**src/rtl/supmon_pkg.sv**
```systemverilog
package supmon_pkg;
  localparam int CAUSE_N = 4;

  typedef enum logic [1:0] {
    C_POR   = 2'd0,
    C_MON   = 2'd1,
    C_SW    = 2'd2,
    C_FLASH = 2'd3
  } cause_e;

  typedef logic [CAUSE_N-1:0] cause_vec_t;

  typedef struct packed {
    logic en;
    logic hi;
    logic sel;
  } mon_cfg_t;

  localparam mon_cfg_t CFG_POR = '{en: 1'b1, hi: 1'b0, sel: 1'b1};
endpackage

```
**src/rtl/supmon_rst_sync.sv**
```systemverilog
module supmon_rst_sync #(
  parameter int STAGES = 2
) (
  input  logic clk,
  input  logic rst_n,
  output logic rst_n_sync
);
  logic [STAGES-1:0] sync_q;

  always_ff @(posedge clk or negedge rst_n) begin
    if (!rst_n) sync_q <= '0;
    else        sync_q <= {sync_q[STAGES-2:0], 1'b1};
  end

  assign rst_n_sync = sync_q[STAGES-1];
endmodule

```
**src/rtl/supmon_cfg_regs.sv**
```systemverilog
module supmon_cfg_regs
  import supmon_pkg::*;
#(
  parameter int WR_W    = 2,
  parameter int EN_BIT  = 0,
  parameter int HI_BIT  = 1,
  parameter int SEL_BIT = 0
) (
  input  logic            clk,
  input  logic            rst_n,
  input  logic            por_i,
  input  logic            wr_en_i,
  input  logic            wr_sel_i,
  input  logic [WR_W-1:0] wr_data_i,
  input  logic            block_i,
  output mon_cfg_t        cfg_o
);
  mon_cfg_t cfg_q, cfg_d;
  logic     cfg_ld;
  logic     wr_ok;

  assign wr_ok  = wr_en_i && !block_i;
  assign cfg_ld = por_i || wr_ok;

  always_comb begin
    cfg_d = cfg_q;
    if (por_i) begin
      cfg_d = CFG_POR;
    end else if (wr_ok) begin
      if (!wr_sel_i) begin
        cfg_d.en = wr_data_i[EN_BIT];
        cfg_d.hi = wr_data_i[HI_BIT];
      end else begin
        cfg_d.sel = wr_data_i[SEL_BIT];
      end
    end
  end

  always_ff @(posedge clk or negedge rst_n) begin
    if (!rst_n)      cfg_q <= CFG_POR;
    else if (cfg_ld) cfg_q <= cfg_d;
  end

  assign cfg_o = cfg_q;
endmodule

```
**src/rtl/supmon_cause_merge.sv**
```systemverilog
module supmon_cause_merge
  import supmon_pkg::*;
(
  input  mon_cfg_t   cfg_i,
  input  logic       por_i,
  input  logic       trip_i,
  input  logic       stable_i,
  input  logic       flash_op_i,
  input  logic       sw_req_i,
  output cause_vec_t raw_o,
  output cause_vec_t pick_o,
  output logic       any_o
);
  logic mon_active;

  assign mon_active = cfg_i.en && stable_i;

  always_comb begin
    raw_o          = '0;
    raw_o[C_POR]   = por_i;
    raw_o[C_MON]   = cfg_i.en && cfg_i.sel && trip_i;
    raw_o[C_SW]    = sw_req_i;
    raw_o[C_FLASH] = flash_op_i && !mon_active;
  end

  // Lowest index wins: scan from the top so later hits override.
  always_comb begin
    pick_o = '0;
    for (int i = CAUSE_N - 1; i >= 0; i--) begin
      if (raw_o[i]) pick_o = cause_vec_t'(1) << i;
    end
  end

  assign any_o = |raw_o;
endmodule

```
**src/rtl/supmon_rst_hold.sv**
```systemverilog
module supmon_rst_hold
  import supmon_pkg::*;
#(
  parameter int HOLD_CYCLES = 16,
  localparam int CNT_W = $clog2(HOLD_CYCLES + 1)
) (
  input  logic       clk,
  input  logic       rst_n,
  input  logic       any_i,
  input  cause_vec_t pick_i,
  output logic       sys_rst_o,
  output cause_vec_t cause_o
);
  localparam logic [CNT_W-1:0] HOLD_V  = CNT_W'(HOLD_CYCLES);
  localparam cause_vec_t       POR_VEC = cause_vec_t'(1) << C_POR;

  logic [CNT_W-1:0] cnt_q, cnt_d;
  logic             cnt_ld;
  cause_vec_t       flag_q;
  logic             flag_ld;
  logic             idle;

  assign idle    = (cnt_q == '0);
  assign cnt_ld  = any_i || !idle;
  assign flag_ld = any_i && (idle || pick_i[C_POR]);

  always_comb begin
    if (any_i) cnt_d = HOLD_V;
    else       cnt_d = cnt_q - CNT_W'(1);
  end

  always_ff @(posedge clk or negedge rst_n) begin
    if (!rst_n)      cnt_q <= HOLD_V;
    else if (cnt_ld) cnt_q <= cnt_d;
  end

  always_ff @(posedge clk or negedge rst_n) begin
    if (!rst_n)       flag_q <= POR_VEC;
    else if (flag_ld) flag_q <= pick_i;
  end

  assign sys_rst_o = !idle;
  assign cause_o   = flag_q;
endmodule

```
**src/rtl/supmon_rst_ctrl.sv**
```systemverilog
module supmon_rst_ctrl
  import supmon_pkg::*;
#(
  parameter int HOLD_CYCLES = 16,
  parameter int WR_W        = 2,
  localparam int SW_BIT     = 1
) (
  input  logic            clk,
  input  logic            rst_n,
  input  logic            por_i,
  input  logic            wr_en_i,
  input  logic            wr_sel_i,
  input  logic [WR_W-1:0] wr_data_i,
  input  logic            trip_i,
  input  logic            stable_i,
  input  logic            flash_op_i,
  output logic            sys_rst_o,
  output logic [CAUSE_N-1:0] cause_o,
  output logic            mon_en_o,
  output logic            mon_hi_o,
  output logic            mon_sel_o,
  output logic            flash_ok_o
);
  logic       rst_n_int;
  mon_cfg_t   cfg;
  cause_vec_t raw, pick, flags;
  logic       any_cause;
  logic       sw_req;
  logic       in_rst;

  supmon_rst_sync #(.STAGES(2)) u_sync (
    .clk        (clk),
    .rst_n      (rst_n),
    .rst_n_sync (rst_n_int)
  );

  supmon_cfg_regs #(.WR_W(WR_W)) u_cfg (
    .clk       (clk),
    .rst_n     (rst_n_int),
    .por_i     (por_i),
    .wr_en_i   (wr_en_i),
    .wr_sel_i  (wr_sel_i),
    .wr_data_i (wr_data_i),
    .block_i   (in_rst),
    .cfg_o     (cfg)
  );

  assign sw_req = wr_en_i && wr_sel_i && wr_data_i[SW_BIT] && !in_rst;

  supmon_cause_merge u_merge (
    .cfg_i      (cfg),
    .por_i      (por_i),
    .trip_i     (trip_i),
    .stable_i   (stable_i),
    .flash_op_i (flash_op_i),
    .sw_req_i   (sw_req),
    .raw_o      (raw),
    .pick_o     (pick),
    .any_o      (any_cause)
  );

  supmon_rst_hold #(.HOLD_CYCLES(HOLD_CYCLES)) u_hold (
    .clk       (clk),
    .rst_n     (rst_n_int),
    .any_i     (any_cause),
    .pick_i    (pick),
    .sys_rst_o (in_rst),
    .cause_o   (flags)
  );

  logic unused_raw;
  assign unused_raw = ^raw;

  assign sys_rst_o  = in_rst;
  assign cause_o    = flags;
  assign mon_en_o   = cfg.en;
  assign mon_hi_o   = cfg.hi;
  assign mon_sel_o  = cfg.sel;
  assign flash_ok_o = flash_op_i && cfg.en && stable_i && !in_rst;
endmodule

```
**config.mk**
```make
export PLATFORM = sky130hd
export DESIGN_NAME = supmon_rst_ctrl
export DESIGN_NICKNAME = d
export VERILOG_FILES = /design/src/rtl/supmon_pkg.sv /design/src/rtl/supmon_rst_sync.sv /design/src/rtl/supmon_cfg_regs.sv /design/src/rtl/supmon_cause_merge.sv /design/src/rtl/supmon_rst_hold.sv /design/src/rtl/supmon_rst_ctrl.sv
export SDC_FILE = /design/constraint.sdc
export NUM_CORES = 1
export LEC_CHECK = 0
export BUFFER_PORTS_ARGS = -buffer_cell sky130_fd_sc_hd__buf_2
export CAP_MARGIN = 20
export CORE_AREA = 2 2 44 46
export CTS_BUF_LIST = sky130_fd_sc_hd__clkbuf_4 sky130_fd_sc_hd__clkbuf_8
export CTS_CLUSTER_DIAMETER = 50
export DETAILED_ROUTE_END_ITERATION = 6
export DIE_AREA = 0 0 46 48
export PLACE_DENSITY = 0.68
export SLEW_MARGIN = 20
export SYNTH_ARGS = -nofsm -noshare
export SYNTH_HDL_FRONTEND = slang
export SYNTH_HIERARCHICAL = 1
export SYNTH_SLANG_ARGS = --single-unit
```
**constraint.sdc**
```tcl
create_clock -name clk -period 1.6 [get_ports clk]
set_input_delay 0.08 -clock clk [delete_from_list [all_inputs] [get_ports clk]]
set_output_delay 0.08 -clock clk [all_outputs]
set_load 0.005 [all_outputs]
```
==> results.toml <==
[flow_run]
max_cap_viol_count = 0

[clocking]
h-tree-depth = 1
clockBufferDepth = 2
clock-sinks = 14
clk_latency_ps = 280
ctsRootBufferMaster = "clkbuf_4"
cts_buffers = 3
cts_tree = "yes"
cts.reportedPaths.clkPinSlew_ps = 90

[sta]
setup_ws_ps = -387
skew_ps = 3.36
fmax_mhz = 503
finalSetupViolations = 10
rsz0062_at_grt = "true"
finalCritPeriodShare_pct = 124
period_minus_slack_ps = 1990
fin_tns_setup_ps = -2900
timing.final.hold_violations = 0
finalMaxSlewViolations = 0

[min_path]
worstHoldPathType = "in2reg"

[finish]
fin_cells = 110
seqCellArea_sq_um = 355
diodes = 0
syn2layout_area_growth_pct = 36.4
fillers = 144
nets = 105
multiInputGateArea_sq_um = 364
drive_gt1_share_pct = 53.8

[grt]
grt_pass1_vias = 531
grt_usage_pct = 15.6
antenna_found_initial = 0
gr-usage-met3_pct = 2.26
met1_usage_pct = 19.4
grt_util_met2_pct = 25.3
grt_overflow_total = 0
grt_max_degree = 13
grt_pass1_wl_um = 2350
grt_busiest_layer = "met2"

[worst_setup_path]
cp.required_ps = 1770
cp-start-kind = "flip-flop"
arrival_ps = 2160
endpoint_kind = "flip-flop"
path_max_fanout = 3
worst-setup-path-type = "reg2reg"

[synth]
yosys_warnings = 6
postSynthCellCount = 62
synth_nets = 73
syn_area_per_cell_sq_um = 11.5
netlist_area_sq_um = 712

[detailed_routing]
wl_per_cell_um = 12.9
totalWireLength_um = 1420
first_pass_iters = 4
antenna_left = 0
viasPerCell = 5.17
vias = 569
drt_iter0_drc = 9
route.detailed.drc = 0

[floorplanning]
std_cell_rows = 15
io_pins = 19
die_y_um = 48
die_w_um = 46
start_util_pct = 42.1
dieArea_sq_um = 2210
coreArea_sq_um = 1690

[power_and_ir_drop]
power_density_nw_per_um2 = 841
p_leak_nw = 0.482
ir_drop_v = 0.000478

[status]
failed_checks = "negative setup slack"
outcome = "finished with violations"

[place]
io_buffers = 18
gp_congestion = 0.765
placedCellCount = 104
metrics by stage:
| stage | total power (W) | hold slack [ps] | area (sq um) | utilization, % | setup slack (ps) |
|---|---|---|---|---|---|
| after floorplan | 0.000495 | -216 | 743 | - | -639 |
| after global placement | 0.000552 | -136 | 897 | 53.1 | -392 |
| after detailed placement | 0.000556 | -132 | 897 | 53.1 | -420 |
| after CTS | 0.000828 | 55.2 | 966 | 57.2 | -389 |
| after global routing | 0.000875 | 78.1 | 971 | 57.5 | -476 |
| final | 0.000817 | 63.9 | 971 | 57.5 | -387 |
flip-flops by register name (all words and copies together), names as in the netlist:
name            flops
u_hold/cause_o      4
u_sync/sync_q       2
u_hold/cnt_q        5
u_cfg/cfg_o         3
layer usage:
layer	wire, um	part of all wire [%]
met5	0	0
met4	19	1.3
met3	25	1.8
met2	759	53
met1	618	43
critical path, stage by stage, from the launching register on:
cell and delay [ps]:
dfrtp_1 370, inv_2 60, ha_4 150, nor4b_4 130, inv_2 50, and4b_1 190, or4_4 500, o21ai_4 110
mux2_4 310
cell type report:
class	instances	area share (%)
clock buffer	4	3.74
tap	17	2.19
inverter	3	1.16
multi-input combinational	42	37.5
sequential	14	36.6
timing repair buffer	30	18.8
power breakdown:
part           internal (W)  total [W]  switching, W
Clock              0.000138   0.000254      0.000116
Sequential         0.000379   0.000400     0.0000207
Combinational     0.0000939   0.000163     0.0000690
Total              0.000611   0.000817      0.000206
final timing paths:
check                      slack, ps                             to                         from  cells after the start
setup / recovery                -390  u_hold/cause_o[2]$_DFFE_PN0P_  u_hold/cnt_q[0]$_DFFE_PN0P_                      8
hold / removal                    60     u_cfg/cfg_o[1]$_DFFE_PN0P_                 wr_data_i[1]                      3
setup reg to reg                -390  u_hold/cause_o[2]$_DFFE_PN0P_  u_hold/cnt_q[0]$_DFFE_PN0P_                      8
hold reg to reg                  190     u_cfg/cfg_o[1]$_DFFE_PN0P_   u_sync/sync_q[1]$_DFF_PN0_                      0
max in group asynchronous       1070  u_hold/cause_o[0]$_DFFE_PN1P_   u_sync/sync_q[1]$_DFF_PN0_                      0
min in group asynchronous        110     u_sync/sync_q[0]$_DFF_PN0_                        rst_n                      2
cell usage in the layout (no fill, tap or decap):
| cell | n |
|---|---|
| or3_1 | 2 |
| a21oi_1 | 2 |
| nor3b_1 | 1 |
| or4_4 | 1 |
| a21o_1 | 1 |
| clkbuf_8 | 1 |
| inv_2 | 3 |
| dfrtp_1 | 10 |
| dlygate4sd3_1 | 1 |
| a211oi_2 | 1 |
| nand2b_1 | 2 |
| dfstp_2 | 4 |
| conb_1 | 1 |
| mux2i_1 | 3 |
| nand3b_1 | 2 |
| nor3_2 | 1 |
| ha_4 | 1 |
| nand2_1 | 3 |
| nor2b_1 | 1 |
| buf_2 | 18 |
| nor2_1 | 7 |
| clkbuf_4 | 3 |
| a21boi_1 | 1 |
| buf_4 | 11 |
| nor4b_4 | 1 |
| and3_1 | 1 |
| o21ai_4 | 1 |
| mux2_4 | 3 |
| nor3b_4 | 1 |
| and4b_1 | 2 |
| nor4b_1 | 1 |
| a22o_1 | 1 |
| or2b_1 | 1 |
timing repair:
item                                   CTS  global route
buffers inserted                         2             1
endpoints found under the hold margin    2             0
setup endpoints to repair               10            13
gates resized for setup                  4             1
pin swaps                                1             0
hold buffers                             1             0
Note: power is estimated with default switching activity, not from simulation.
